## src/rtl/am_lane_distributor.sv

```systemverilog
module am_lane_distributor #(
  parameter int unsigned AM_INTERVAL = 16384,
  parameter logic [65:0] AM_LANE0 = {2'b10, 64'hC1_68_21_00_3E_97_DE_00},
  parameter logic [65:0] AM_LANE1 = {2'b10, 64'h9D_71_8E_00_62_8E_71_00},
  parameter logic [65:0] AM_LANE2 = {2'b10, 64'h59_4B_E8_00_A6_B4_17_00},
  parameter logic [65:0] AM_LANE3 = {2'b10, 64'h4D_95_7B_00_B2_6A_84_00}
) (
  input  logic              clk,
  input  logic              rst_n,
  input  logic              in_valid,
  input  logic [65:0]       in_blk0,
  input  logic [65:0]       in_blk1,
  input  logic              am_req,
  output logic              in_ready,
  output logic [3:0][65:0]  lane_data,
  output logic [3:0]        lane_vld
);
  localparam int CW = $clog2(AM_INTERVAL + 1);
  localparam logic [CW-1:0] CNT_TOP = CW'(AM_INTERVAL);

  logic          half;
  logic          tail;
  logic [CW-1:0] cnt;

  wire start = !tail && !half && (cnt == CNT_TOP || am_req);
  assign in_ready = !start && !tail;
  wire take = in_valid && in_ready;

  always_ff @(posedge clk) begin
    if (!rst_n) begin
      half      <= 1'b0;
      tail      <= 1'b0;
      cnt       <= '0;
      lane_vld  <= '0;
      lane_data <= '0;
    end else begin
      lane_vld <= 4'b0000;
      if (start) begin
        lane_data[0] <= AM_LANE0;
        lane_data[1] <= AM_LANE1;
        lane_vld     <= 4'b0011;
        tail         <= 1'b1;
        half         <= 1'b1;
      end else if (tail) begin
        lane_data[2] <= AM_LANE2;
        lane_data[3] <= AM_LANE3;
        lane_vld     <= 4'b1100;
        tail         <= 1'b0;
        half         <= 1'b0;
        cnt          <= '0;
      end else if (take) begin
        if (half) begin
          lane_data[2] <= in_blk0;
          lane_data[3] <= in_blk1;
          lane_vld     <= 4'b1100;
          cnt          <= cnt + 1'b1;
        end else begin
          lane_data[0] <= in_blk0;
          lane_data[1] <= in_blk1;
          lane_vld     <= 4'b0011;
        end
        half <= !half;
      end
    end
  end

  // outputs always come in aligned lane pairs
  a_r2_pairs: assert property (@(posedge clk) disable iff (!rst_n)
    lane_vld == 4'b0000 || lane_vld == 4'b0011 || lane_vld == 4'b1100);

  // accepted cycle flips the phase
  a_r3_toggle: assert property (@(posedge clk) disable iff (!rst_n)
    take |=> half != $past(half));

  // counter never passes the interval
  a_r4_bound: assert property (@(posedge clk) disable iff (!rst_n)
    cnt <= CNT_TOP);

  // round start stalls input and emits the first marker pair
  a_r5_first: assert property (@(posedge clk) disable iff (!rst_n)
    start |=> (!in_ready && lane_vld == 4'b0011 && lane_data[0] == AM_LANE0));

  // second cycle of a round emits the upper marker pair
  a_r5_second: assert property (@(posedge clk) disable iff (!rst_n)
    tail |=> (lane_vld == 4'b1100 && lane_data[3] == AM_LANE3));

  // phase returns to zero after a round
  a_r8_phase: assert property (@(posedge clk) disable iff (!rst_n)
    tail |=> !half);
endmodule

```

## config.mk

```make
export PLATFORM = sky130hd
export DESIGN_NAME = am_lane_distributor
export DESIGN_NICKNAME = d
export VERILOG_FILES = /design/src/rtl/am_lane_distributor.sv
export SDC_FILE = /design/constraint.sdc
export NUM_CORES = 1
export LEC_CHECK = 0
export ABC_AREA = 1
export CORE_AREA = 3 3 158 160
export CTS_BUF_LIST = sky130_fd_sc_hd__clkbuf_4
export CTS_CLUSTER_DIAMETER = 150
export DETAILED_ROUTE_END_ITERATION = 10
export DIE_AREA = 0 0 161 163
export DONT_BUFFER_PORTS = 1
export REMOVE_ABC_BUFFERS = 1
export SLEW_MARGIN = 20
export SYNTH_ARGS = -nofsm -noshare
export SYNTH_HDL_FRONTEND = slang
export SYNTH_SLANG_ARGS = --single-unit
```

## constraint.sdc

```tcl
create_clock -name clk -period 2.1 [get_ports clk]
set_clock_uncertainty 0.1 [all_clocks]
set_input_delay 0.315 -clock clk [delete_from_list [all_inputs] [get_ports clk]]
set_output_delay 0.315 -clock clk [all_outputs]
set_load 0.02 [all_outputs]
```

# == Word-level counts from Yosys, hierarchy flattened ==
# Index checks and enable logic that the tools add are counted.
# word_totals
input_bits,136
output_inout_bits,269
word_cells,52
reg_bits,285
# op_classes
n_eq_ne,3
bitwise_logic,4
mux,17
n_reduce_logical,16
add_sub_neg,1
# op_table
op,n
2-to-1 mux 132 bit,5
2-to-1 mux 264 bit,1
2-to-1 mux 15 bit,3
"adder 15 x 1 -> 15 bit, second input constant",1
"equality test 15 bit, second input constant",1
2-to-1 mux 4 bit,3
AND reduction 3 bit,3
nonzero test 2 bit,3
logical AND 1 bit,4
2-to-1 mux 1 bit,4
"inequality test 2 x 1 -> 1 bit, second input constant",2
NOT 1 bit,4
zero test 1 bit,3
nonzero test 3 bit,1
2-to-1 mux 2 bit,1
OR reduction 2 bit,1
logical OR 1 bit,1

# == Longest topological paths before layout ==
# logic_depth
ltp_word,9
mapped_depth,13
depth_no_buf,12

# == Worst setup path after synthesis ==
# Ideal clock, no wire load.
# synth_path
kind,flip-flop to output port
startpoint,register cnt[0]
endpoint,output port in_ready
path_stages_with_launch,9
arrival_ns,1.382
n_path_buf,1
setup_slack_ns,0.303
t_required_ns,1.685
path_cell_list,dfxtp_1 > inv_1 > ha_1 > nand2_1 > nor2_1 > nand2_1 > nand2_1 > a21oi_2 > buf_2
# synth_via
elab_chain_len,5
# synth_rtl
item,line,source
"start, declared",23,logic [CW-1:0] cnt;
"start signal, assigned",56,cnt <= cnt + 1'b1;
equality test 15 bit,25,wire start = !tail && !half && (cnt == CNT_TOP || am_req);
logical OR 1 bit,25,
logical AND 1 bit,25,
zero test 1 bit,26,assign in_ready = !start && !tail;
logical AND 1 bit,26,
"end, declared",14,"output logic in_ready,"
# Every way passes these cells.

# == Worst setup path after layout ==
# layout_path
startpoint,register cnt[1]
endpoint,output port in_ready
# Same word-level chain as after synthesis.

==> run summary <==
Worst Tran Pin Value: 818 ps
Fin area: 14,300 sq um
RSZ-0062 raised after global routing: true
Worst min-delay path class: primary input to flip-flop
EDFF count, synth: 0
VDD IR max: 0.464 mV
Fin crit period: 2170 ps
CTS root buf: clkbuf_4
Fin Hold WS: -300 ps
Clock Pin Slew Worst Setup and Hold Paths: 60 ps
Sink Count: 283
Dpl cell area: 11,800 sq um
Maximum clock insertion buffer count: 3
Max Cap Viol: 0
LEAKAGE: 6.14 nW
Mapped Area: 11,600 sq um
#FFs+latches synth: 283
Final instance count without filler cells: 1,891
Fmax achieved: 0.460 GHz
Most frequent cells in the layout: 277 x dfxtp_1, 237 x inv_1, 211 x nand2_1
Yosys warnings: 0
Netlist cell types: 34
Initial antenna violation count: 1
Post-route setup slack: -73.2 ps
Initial core utilization: 49.1%
CP Launch Type: flip-flop
Mapped Cells: 1,404
Number of fill cells: 2,104
Post-DP HPWL: 22.8 mm
Routed WL: 36.9 mm
Detailed Routing Iterations Pass 1: 5
Net count, final: 1,665
PortBufs: 0
Synth Area in Simple Gates: 14.4%
Share of cells above drive strength 1: 13.9%
DIE AREA: 26,200 sq um
Via count: 10,500
Compound-Gate Fraction of Synth Area: 23.7%
CTS tree: done
Most area-hungry cell type in the Yosys netlist: dfxtp_1
WP data arrival: 1760 ps
Dpl cells: 1,627
Die Y: 163 microns
Commonest non-fill, non-tap cell in the layout: dfxtp_1
Outcome: finished, violations left
Die extent in x: 161 microns
Post-synthesis mux area share: 0%
Hold Path Depth: 2
Area Overhead vs Synth: 23.8%
Synth Area in Adders: 0.217%
R2r startpoint: cnt[1]
Largest net degree at the start of global routing: 219
Hold path start: rst_n
DRT iter0 DRCs: 819
Critical path capture point type: output pin
Async SR Flop Fraction: 0%
Hold Vio Cnt, Final: 77
Vias per cell: 5.55
Worst slew margin: 45.5%
Max-slew violations: 0
Row count: 56
Main synth FF type: dfxtp_1
Core area: 23,500 sq um
XOR/XNOR share of the synthesized area: 0%
Final worst-path cycle share: 103%
First-pass GRT wire length: 56.7 mm
DRC: 0
Number of global-route vias before repair: 9,922
R2R depth: 11
Pwr Density: 1010 nW/um^2
Avg Inst Size Synth: 8.23 sq um
Largest family of logic cells by synthesized area: compound AO/OA/AOI/OAI gates
H-tree Lvls: 3
CTS Buf Count: 73
Placer Congestion: 0.778
Seq/Total Area, Yosys: 49.0%
DR WL/cell: 19.5 microns
Antenna viol nets, final: 0
Tot GR Track Use: 26.6%
Top cells by area, synth: dfxtp_1 49%, inv_1 7.8%, nand2_1 7.0%
Final setup vio count: 1
Critical path required time: 1680 ps
Crit Path Category: flip-flop to output pin
Top cell type's share of synthesized area: 49.0%
GRT overflow: 0
Failing checks: negative hold slack, negative setup slack
Maximum fanout along the worst path: 5
Clk_lat worst skew: 670 ps
Critical Path Source: cnt[1]
IO Count: 405
==> metrics by stage <==
step | hold slack (ps) | setup slack, ps | utilization (%) | TNS [ps] | power, mW
2_1_floorplan | 336 | -5510 | - | -1034500 | 8.48
3_3_place_gp | 360 | 233 | 50.2 | 0 | 9.22
3_5_place_dp | 360 | 195 | 50.2 | 0 | 9.25
4_1_cts | -351 | -134 | 59.4 | -134 | 14.6
5_1_grt | -345 | -202 | 60.7 | -247 | 15.3
6_report | -300 | -73.2 | 60.7 | -73.2 | 14.5
==> flip-flops by register name (all words and copies together) (netlist names) <==
register,count
half,1
cnt,15
lane_data,264
tail,1
lane_vld,2
==> where the power goes <==
| group | switching, mW | internal, mW |
|---|---|---|
| combinational | 1.45 | 1.04 |
| clock | 2.17 | 2.80 |
| sequential | 1.13 | 5.92 |
| total | 4.75 | 9.76 |
==> critical path, cell delays in order, from the launching register on <==
cell,delay [ps]
dfxtp_2,340
inv_2,50
ha_4,150
nand2_2,40
nor2_1,40
nand2_1,70
nand2_2,90
a21oi_4,170
buf_12,150
==> repair_timing <==
action	4_1_cts	5_1_grt
hold buffers	109	25
gates resized for setup	10	13
pin swaps	3	2
hold endpoints to repair	277	221
endpoints found under the setup margin	1	56
gates cloned	2	0
buffers inserted	5	3
==> synth_stat cells (29+ instances only) <==
master	count
a21oi_1	55
a32o_1	64
buf_2	30
clkbuf_1	78
dfxtp_1	283
inv_1	239
nand2_1	215
nand4_1	35
nor2_1	142
o211ai_1	31
o221a_2	33
o311ai_0	82
o31ai_1	29
==> cell type report <==
| cell class | count | area [sq um] | share of cell area [%] |
|---|---|---|---|
| repair buffers | 175 | 1860 | 13.0 |
| flip-flops and latches | 283 | 5680 | 39.7 |
| multi-input cells | 747 | 4480 | 31.3 |
| well taps | 319 | 399 | 2.79 |
| clock inverters | 12 | 150 | 1.05 |
| inverters | 247 | 931 | 6.51 |
| clock buffers | 107 | 803 | 5.62 |
| diodes | 1 | 2.50 | 0.0175 |
==> cell families (layout without fill, tap and decap cells) <==
group / count (synthesis) / count (layout)
compound gates: 338 / 338
other cells: 0 / 1
fa+ha+maj: 2 / 2
flops: 283 / 283
buf+inv: 374 / 541
simple gates: 407 / 407
==> per-layer routing <==
layer  vias up  global-route usage (%)  wire length, microns
met2       434                    45.3                 18000
met3        75                    8.42                  3160
met5         -                       0                     0
li1       5061                       -                     -
met4         0                    10.3                  1020
met1      4934                    31.6                 14700
==> worst paths after layout <==
check	slack, ps	end
worst max-delay path	-70	in_ready
worst min-delay path	-300	lane_data[18]
worst max register to register	60	lane_vld[2]
worst min register to register	390	cnt[6]
(Power assumes the default switching activity.)
